### config.mk
export PLATFORM = sky130hd
export DESIGN_NAME = sclk_gen_dual
export DESIGN_NICKNAME = d
export VERILOG_FILES = /design/src/rtl/sclk_div_pkg.sv /design/src/rtl/sclk_setting_hold.sv /design/src/rtl/sclk_half_counter.sv /design/src/rtl/sclk_edge_gen.sv /design/src/rtl/sclk_gen_dual.sv
export SDC_FILE = /design/constraint.sdc
export NUM_CORES = 1
export LEC_CHECK = 0
export BUFFER_PORTS_ARGS = -buffer_cell sky130_fd_sc_hd__buf_4
export CAP_MARGIN = 10
export CORE_MARGIN = 4
export CORE_UTILIZATION = 47
export DETAILED_ROUTE_END_ITERATION = 10
export GPL_TIMING_DRIVEN = 0
export PLACE_DENSITY = 0.65
export SYNTH_ARGS = -nofsm -noshare
export SYNTH_HDL_FRONTEND = slang
export SYNTH_SLANG_ARGS = --single-unit
### constraint.sdc
create_clock -name clk -period 1.8 [get_ports clk]
set_clock_uncertainty 0.05 [all_clocks]
set_input_delay 0.09 -clock clk [delete_from_list [all_inputs] [get_ports clk]]
set_output_delay 0.09 -clock clk [all_outputs]
set_load 0.01 [all_outputs]
### src/rtl/sclk_div_pkg.sv
package sclk_div_pkg;

  typedef enum logic {
    MODE_POW2   = 1'b0,
    MODE_LINEAR = 1'b1
  } div_mode_e;

  // Terminal value of the half-period counter: half period minus one.
  function automatic int unsigned half_terminal(input div_mode_e mode,
                                                input int unsigned lin_n,
                                                input int unsigned exp_n);
    if (mode == MODE_LINEAR) return lin_n;
    return (32'd1 << exp_n) - 32'd1;
  endfunction

endpackage

### src/rtl/sclk_setting_hold.sv
module sclk_setting_hold
  import sclk_div_pkg::*;
#(
  parameter int LIN_W = 8,
  parameter int EXP_W = 4,
  parameter int CNT_W = 15
) (
  input  logic                       clk,
  input  logic                       rst_n,
  input  logic                       active,
  input  logic [LIN_W+EXP_W:0]       ctl_word,
  input  logic                       pol_in,
  output logic [CNT_W-1:0]           term_q,
  output logic                       pol_q
);
  localparam int SEL_BIT = LIN_W + EXP_W;

  div_mode_e   mode_w;
  logic [CNT_W-1:0] term_w;

  assign mode_w = div_mode_e'(ctl_word[SEL_BIT]);
  assign term_w = CNT_W'(half_terminal(mode_w,
                                       32'(ctl_word[LIN_W-1:0]),
                                       32'(ctl_word[SEL_BIT-1:LIN_W])));

  // Capture only while idle: the setting is frozen for a running burst.
  always_ff @(posedge clk or negedge rst_n) begin
    if (!rst_n) begin
      term_q <= '0;
      pol_q  <= 1'b0;
    end else if (!active) begin
      term_q <= term_w;
      pol_q  <= pol_in;
    end
  end
endmodule

### src/rtl/sclk_half_counter.sv
module sclk_half_counter #(
  parameter int CNT_W = 15
) (
  input  logic             clk,
  input  logic             rst_n,
  input  logic             active,
  input  logic [CNT_W-1:0] term,
  output logic [CNT_W-1:0] cnt_q,
  output logic             half_done
);
  assign half_done = active && (cnt_q == term);

  always_ff @(posedge clk or negedge rst_n) begin
    if (!rst_n)          cnt_q <= '0;
    else if (!active)    cnt_q <= '0;
    else if (half_done)  cnt_q <= '0;
    else                 cnt_q <= cnt_q + CNT_W'(1);
  end
endmodule

### src/rtl/sclk_edge_gen.sv
module sclk_edge_gen (
  input  logic clk,
  input  logic rst_n,
  input  logic active,
  input  logic half_done,
  input  logic pol_live,
  input  logic pol_held,
  output logic sclk_q,
  output logic lead_q,
  output logic trail_q
);
  logic at_rest;
  assign at_rest = (sclk_q == pol_held);

  always_ff @(posedge clk or negedge rst_n) begin
    if (!rst_n) begin
      sclk_q  <= 1'b0;
      lead_q  <= 1'b0;
      trail_q <= 1'b0;
    end else if (!active) begin
      sclk_q  <= pol_live;
      lead_q  <= 1'b0;
      trail_q <= 1'b0;
    end else begin
      lead_q  <= half_done && at_rest;
      trail_q <= half_done && !at_rest;
      if (half_done) sclk_q <= ~sclk_q;
    end
  end
endmodule

### src/rtl/sclk_gen_dual.sv
module sclk_gen_dual #(
  parameter int LIN_W = 8,
  parameter int EXP_W = 4
) (
  input  logic                   clk,
  input  logic                   rst_n,
  input  logic                   div_enable,
  input  logic                   burst_run,
  input  logic                   clk_polarity,
  input  logic [LIN_W+EXP_W:0]   div_ctl,
  output logic                   sclk_out,
  output logic                   lead_tick,
  output logic                   trail_tick
);
  localparam int EXP_SPAN = (1 << EXP_W) - 1;
  localparam int CNT_W    = (LIN_W > EXP_SPAN) ? LIN_W : EXP_SPAN;

  logic             burst_active;
  logic [CNT_W-1:0] term_q;
  logic [CNT_W-1:0] cnt_q;
  logic             pol_q;
  logic             half_done;

  assign burst_active = div_enable && burst_run;

  sclk_setting_hold #(.LIN_W(LIN_W), .EXP_W(EXP_W), .CNT_W(CNT_W)) u_hold (
    .clk      (clk),
    .rst_n    (rst_n),
    .active   (burst_active),
    .ctl_word (div_ctl),
    .pol_in   (clk_polarity),
    .term_q   (term_q),
    .pol_q    (pol_q)
  );

  sclk_half_counter #(.CNT_W(CNT_W)) u_cnt (
    .clk       (clk),
    .rst_n     (rst_n),
    .active    (burst_active),
    .term      (term_q),
    .cnt_q     (cnt_q),
    .half_done (half_done)
  );

  sclk_edge_gen u_edge (
    .clk       (clk),
    .rst_n     (rst_n),
    .active    (burst_active),
    .half_done (half_done),
    .pol_live  (clk_polarity),
    .pol_held  (pol_q),
    .sclk_q    (sclk_out),
    .lead_q    (lead_tick),
    .trail_q   (trail_tick)
  );
endmodule

==> results of run 1 <==
sequential cells by signal (all words and copies together), names as in the netlist:
signal,cells
u_cnt.cnt_q,15
u_edge.lead_q,1
u_edge.sclk_q,1
u_edge.trail_q,1
u_hold.pol_q,1
u_hold.term_q,15
critical path: cells and delay by family (launching register included):
| kind | cells | cell delay (ns) |
|---|---|---|
| AO/OA/AOI/OAI | 1 | 0.14 |
| XOR/XNOR | 1 | 0.18 |
| buffers and inverters | 2 | 0.33 |
| flip-flops | 1 | 0.40 |
| AND/OR/NAND/NOR | 3 | 0.54 |
layout make-up:
class / instances / area, um^2 / share of cell area (%)
clock inverter: 1 / 5.00 / 0.228
clock buffer: 7 / 86.3 / 3.92
inverter: 3 / 11.3 / 0.512
sequential: 34 / 856 / 38.9
buffer: 11 / 57.6 / 2.62
multi-input combinational: 148 / 908 / 41.3
tap: 48 / 60.1 / 2.73
timing repair buffer: 28 / 215 / 9.78
stage by stage:
step / hold WS (ns) / setup WS (ns) / std cells
3_5_place_dp: 0.00636 / -0.204 / 261
5_1_grt: 0.0413 / -0.0596 / 280
6_report: 0.0319 / 0.0488 / 280
3_3_place_gp: 0.00146 / -0.0890 / 261
2_1_floorplan: -0.256 / 0.127 / 196
4_1_cts: 0.0247 / 0.000936 / 274
cells in the final DEF, fill, tap and decap left out, drive strengths merged:
master,instances
buf,29
o21ai,11
nand2,22
nor2,27
nand2b,2
dfrtp,34
and4,2
dlygate4sd3,2
a21oi,13
and2,1
clkinv,1
nand4,4
o22ai,1
or4,1
clkbuf,15
or2,1
mux2i,2
o211ai,1
xnor2,11
o31ai,1
nor4b,2
nor4,3
nand3,7
xor2,20
inv,3
nor3,5
o311ai,2
ha,2
and3,2
nor3b,1
a22o,4
report_power, final:
group	internal [W]	switching [W]	leakage (nW)	total, W
Clock	0.000308	0.000261	0.0482	0.000569
Combinational	0.0000993	0.000116	0.486	0.000215
Sequential	0.000799	0.0000286	0.440	0.000827
Total	0.00121	0.000406	0.974	0.00161
what timing repair did:
action / 4_1_cts / 5_1_grt
pin swaps: 4 / 5
setup endpoints to repair: 11 / 19
resized for setup: 3 / 5
endpoints found under the hold margin: 36 / 0
setup buffers: 3 / 6
hold buffers: 2 / 0
per-layer routing:
metal	vias to the layer above	track usage, %	part of all wire [%]
li1	740	-	-
met2	26	28.4	49
met3	5	4.60	3.6
met4	0	6.38	1.7
met5	-	0	0
met1	686	22.7	46
path summary, 6_finish.rpt:
| path | startpoint | endpoint | cells past startpoint |
|---|---|---|---|
| worst max-delay path | u_hold.term_q[12]$_DFFE_PN0N_ | u_cnt.cnt_q[11]$_DFF_PN0_ | 7 |
| worst max register to register | u_hold.term_q[12]$_DFFE_PN0N_ | u_cnt.cnt_q[11]$_DFF_PN0_ | 7 |
| worst min register to register | u_hold.term_q[7]$_DFFE_PN0N_ | u_hold.term_q[7]$_DFFE_PN0N_ | 2 |
| worst min-delay path | div_ctl[2] | u_hold.term_q[2]$_DFFE_PN0N_ | 3 |
| min in group asynchronous | rst_n | u_edge.sclk_q$_DFFE_PN0P_ | 2 |
| max in group asynchronous | rst_n | u_cnt.cnt_q[11]$_DFF_PN0_ | 2 |
kinds of logic (layout without fill, tap and decap cells):
group           after synthesis  after routing  share of synthesized area (%)
mux                           2              2                           1.11
fa+ha+maj                     2              2                           1.38
flops                        34             34                           47.0
xor+xnor                     31             31                           15.0
simple gates                 80             80                           21.1
compound gates               33             33                           10.9
buf+inv                      14             50                           3.46
==> results.yml, run 1 <==
clock_tree:
  clockBufferDepth: 2
  clock-sinks: 34
  htreeDepth: 2
  clock_latency_ns: 0.28
  clk_pin_slew_ns: 0.07
  cts_tree: "done"
  cts_buffers: 5
  cts_root_buf: "clkbuf_8"
detailed_routing:
  route.detailed.drc: 0
  antenna_left: 0
  vias: 1457
  wl_per_cell_um: 14.2
  drt_wl_total_um: 3970
  dr.pass1.iters: 4
  drt_iter0_drc: 67
  viasPerCell: 5.20
critical_path:
  critPathKind: "flip-flop to flip-flop"
  crit_chain: "xor2_1, nor4_2, nand2_1, buf_4, o21ai_4, buf_6, nor2_1"
  rrSetupSlack_ns: 0.05
  cpPeakStageDelay_ns: 0.40
  worstSetupEndpointType: "flip-flop"
  arrival_ns: 1.87
  cp_slowest_cell: "dfrtp_1"
  worstPathRequired_ns: 1.92
  cp_max_fo: 10
  start_kind: "flip-flop"
sta:
  finalHoldViolations: 0
  report.final.slew_viol_count: 0
  setup_viol: 0
  rsz0062_at_grt: "yes"
  slew-limit-headroom_pct: 68.8
  max_freq_ghz: 0.571
  worst_pin_slew_ns: 0.468
  period_needed_ns: 1.75
  final.setup.tns_ns: 0
  finalCritPeriodShare_pct: 97.3
synthesis:
  yosysWarnings: 0
  syn_area_per_cell_um2: 9.23
  synth_most_common_cell: "dfrtp_1"
  synth_common_cells: "34 x dfrtp_1, 27 x nor2_1, 22 x nand2_1, 20 x xor2_1, 13 x a21oi_1"
  ys.flop_type: "dfrtp_1"
  synthTopCellsByArea: "dfrtp_1 47%, xor2_1 9.7%, nor2_1 5.6%"
  yosys.area.top_type: "dfrtp_1"
  synth_top_area_share_pct: 47.0
  synth_edf_count: 0
  netlist_area_mm2: 0.00181
  ys_seq_elements: 34
  yosysSeqAreaShare_pct: 47.0
  synthCells: 196
  ys_async_sr_fraction_pct: 100
  ys_types: 34
  syn-num-nets: 216
power_and_ir_drop:
  power_density_mw_per_mm2: 733
  total_power_w: 0.00161
  p_leak_nw: 0.974
  peakVddDrop_uv: 384
layout:
  areaGrowthSynthToFinish_pct: 21.6
  fillers: 336
  drive_above_1_share_pct: 19.0
  fin_nets: 251
  final_area_mm2: 0.00220
  antenna_cells: 0
  final_util_pct: 59.6
global_routing:
  grt_pass1_wl_um: 6840
  track_usage_pct: 17.6
  grt_max_degree: 35
  antenna_found_initial: 0
  grt_pass1_vias: 1497
  grt_remaining_overflow: 0
place:
  post_dp_cell_area_mm2: 0.00200
  dp_hpwl_um: 2950
  gp_congestion: 0.808
  io_buffers: 17
floorplanning:
  rows: 22
  die_h_um: 70.0
  dieWidth_um: 70.0
  ios: 21
  initial_core_util_pct: 49.1
  coreArea_mm2: 0.00369
  dieArea_mm2: 0.00491
run_status:
  status: "complete, no violations"
job:
  drv_cap: 0
min_path:
  min_path_type: "primary input to flip-flop"
Power figures use the tool's default switching activity.
==> run 2, diff against run 1 <==
--- a/config.mk
+++ b/config.mk
@@ -14,4 +14,5 @@
 export PLACE_DENSITY = 0.65
 export SYNTH_ARGS = -nofsm -noshare
 export SYNTH_HDL_FRONTEND = slang
+export SYNTH_HIERARCHICAL = 1
 export SYNTH_SLANG_ARGS = --single-unit
==> run 2 against run 1 <==
Via count grew 6.7%. Largest power group unchanged. Clock-buffer cell count is the same. Sequential cell count is the same. First-iteration DRC count grew 10%. Largest cell class unchanged. Critical path depth grew 1. Area after synthesis grew 9.1%. Die area grew 8.1%. Power grew 0.69%.
==> results.yml, run 2 <==
critical_path:
  worstPathRequired_ns: 1.92
  start_kind: "primary input"
  rrSetupSlack_ns: 0.09
  critPathKind: "primary input to flip-flop"
  worstSetupEndpointType: "flip-flop"
  cp_max_fo: 10
  arrival_ns: 1.86
synthesis:
  synth_common_cells: "34 x dfrtp_1, 20 x xnor2_1, 15 x nand2_1, 14 x o21ai_0, 12 x nor3_1"
  netlist_area_mm2: 0.00197
  ys_seq_elements: 34
  ys_types: 47
  synth_most_common_cell: "dfrtp_1"
  syn_area_per_cell_um2: 10.1
  synth_top_area_share_pct: 43.1
  yosys.area.top_type: "dfrtp_1"
  yosysWarnings: 6
  yosysSeqAreaShare_pct: 43.1
  synthCells: 195
  ys.flop_type: "dfrtp_1"
  synthTopCellsByArea: "dfrtp_1 43%, xnor2_1 8.9%, o21ai_0 3.5%"
  ys_async_sr_fraction_pct: 100
  synth_edf_count: 0
  syn-num-nets: 215
global_routing:
  antenna_found_initial: 0
  grt_pass1_vias: 1565
  grt_pass1_wl_um: 7410
  grt_max_degree: 35
  grt_remaining_overflow: 0
  track_usage_pct: 18.1
sta:
  finalHoldViolations: 0
  rsz0062_at_grt: "yes"
  final.setup.tns_ns: 0
  period_needed_ns: 1.74
  report.final.slew_viol_count: 0
  slew-limit-headroom_pct: 69.8
  finalCritPeriodShare_pct: 96.9
  max_freq_ghz: 0.573
  worst_pin_slew_ns: 0.454
  setup_viol: 0
detailed_routing:
  drt_iter0_drc: 74
  viasPerCell: 5.63
  dr.pass1.iters: 4
  drt_wl_total_um: 4360
  route.detailed.drc: 0
  antenna_left: 0
  wl_per_cell_um: 15.8
  vias: 1555
layout:
  final_cell_mix: "30 x dfrtp_1, 23 x buf_4, 19 x xnor2_1"
  reg.largest.list: "u_cnt/cnt_q x15, u_hold/term_q x15"
  areaGrowthSynthToFinish_pct: 19.3
  fin_cells: 276
  final_common_cell: "dfrtp_1"
  antenna_cells: 0
  drive_above_1_share_pct: 28.3
  fin_nets: 245
place:
  dp_cells: 264
  dp_hpwl_um: 3250
  gp_congestion: 0.880
  io_buffers: 19
floorplanning:
  die_h_um: 72.8
  dieWidth_um: 72.8
  initial_core_util_pct: 49.0
  dieArea_mm2: 0.00530
  rows: 23
  ios: 21
  coreArea_mm2: 0.00403
clock_tree:
  clk_pin_slew_ns: 0.06
  htreeDepth: 2
  cts_tree: "done"
  clock_latency_ns: 0.28
  clockBufferDepth: 2
  cts_root_buf: "clkbuf_8"
  clock-sinks: 34
  cts_buffers: 5
power_and_ir_drop:
  p_leak_nw: 0.971
  peakVddDrop_uv: 332
  power_density_mw_per_mm2: 689
job:
  drv_cap: 0
run_status:
  status: "complete, no violations"
min_path:
  min_path_type: "primary input to flip-flop"
-- run 2: cell types whose count changed after synthesis, moves of 4 or more --
cell,change
nor3_1,+7
a21oi_1,-10
buf_2,+4
o21ai_0,+7
nor2_1,-20
nand2_1,-7
xnor2_1,+9
nand4_1,+4
clkbuf_1,-5
xor2_1,-12
-- run 2: routing by layer --
layer,vias to the layer above,routed length (um),GRT usage [%]
li1,758,-,-
met1,749,1900,22.5
met2,37,2190,30.0
met3,11,150,3.58
met4,0,114,9.22
met5,-,0,0
-- run 2: worst max-delay path: stages --
cell and delay, ns:
buf_4 0.12, buf_2 0.18, or4b_1 0.49, ha_2 0.19, buf_6 0.13, o21bai_1 0.15
a211o_1 0.26, a32o_1 0.25
-- run 2: path summary, 6_finish.rpt --
check | startpoint | cells after the start | endpoint
setup / recovery | div_ctl[11] | 8 | u_hold/term_q[10]$_DFFE_PN0N_
hold / removal | div_ctl[7] | 3 | u_hold/term_q[7]$_DFFE_PN0N_
setup reg to reg | u_cnt/cnt_q[8]$_DFF_PN0_ | 6 | u_edge/sclk_q$_DFFE_PN0P_
hold reg to reg | u_hold/term_q[4]$_DFFE_PN0N_ | 1 | u_hold/term_q[4]$_DFFE_PN0N_
max in group asynchronous | rst_n | 2 | u_cnt/cnt_q[2]$_DFF_PN0_
min in group asynchronous | rst_n | 2 | u_cnt/cnt_q[10]$_DFF_PN0_
-- run 2: final cells by class --
class                      count  area [um^2]
timing repair buffer          23          178
multi-input combinational    143         1050
inverter                       4         15.0
buffer                        14          106
tap                           50         62.6
clock inverter                 1         5.00
clock buffer                   7         86.3
fill                         351         1670
sequential                    34          856
-- run 2: timing repair --
action / 4_1_cts / 5_1_grt
gates resized for setup: 1 / 8
setup endpoints to repair: 12 / 4
hold buffers: 2 / 0
pin swaps: 1 / 0
hold endpoints to repair: 35 / 0
gates cloned: 0 / 0
buffers inserted: 1 / 1
-- run 2: cell families after synthesis --
logic type,count (synthesis),synth area share (%)
compound gates,35,12.1
xor+xnor,28,12.4
fa+ha+maj,2,1.27
buf+inv,18,5.32
flops,34,43.1
mux,5,2.72
simple gates,73,23.1
-- run 2: power by group --
group	total (W)	leakage, nW	internal (W)	switching (W)
Clock	0.000565	0.0482	0.000308	0.000257
Combinational	0.000230	0.486	0.000116	0.000114
Sequential	0.000827	0.437	0.000799	0.0000284
-- run 2: through the flow --
stage / setup slack, ns / area, um^2 / total power [W] / hold WS, ns / utilization, %
after CTS: 0.0351 / 2320 / 0.00164 / 0.0539 / 57.7
after detailed placement: -0.273 / 2200 / 0.00107 / 0.00748 / 54.7
after floorplan: -0.0211 / 2000 / 0.000986 / -0.256 / -
after global routing: -0.0116 / 2360 / 0.00170 / 0.0818 / 58.5
final: 0.0551 / 2360 / 0.00162 / 0.0671 / 58.5
after global placement: -0.217 / 2200 / 0.00106 / 0.00587 / 54.7
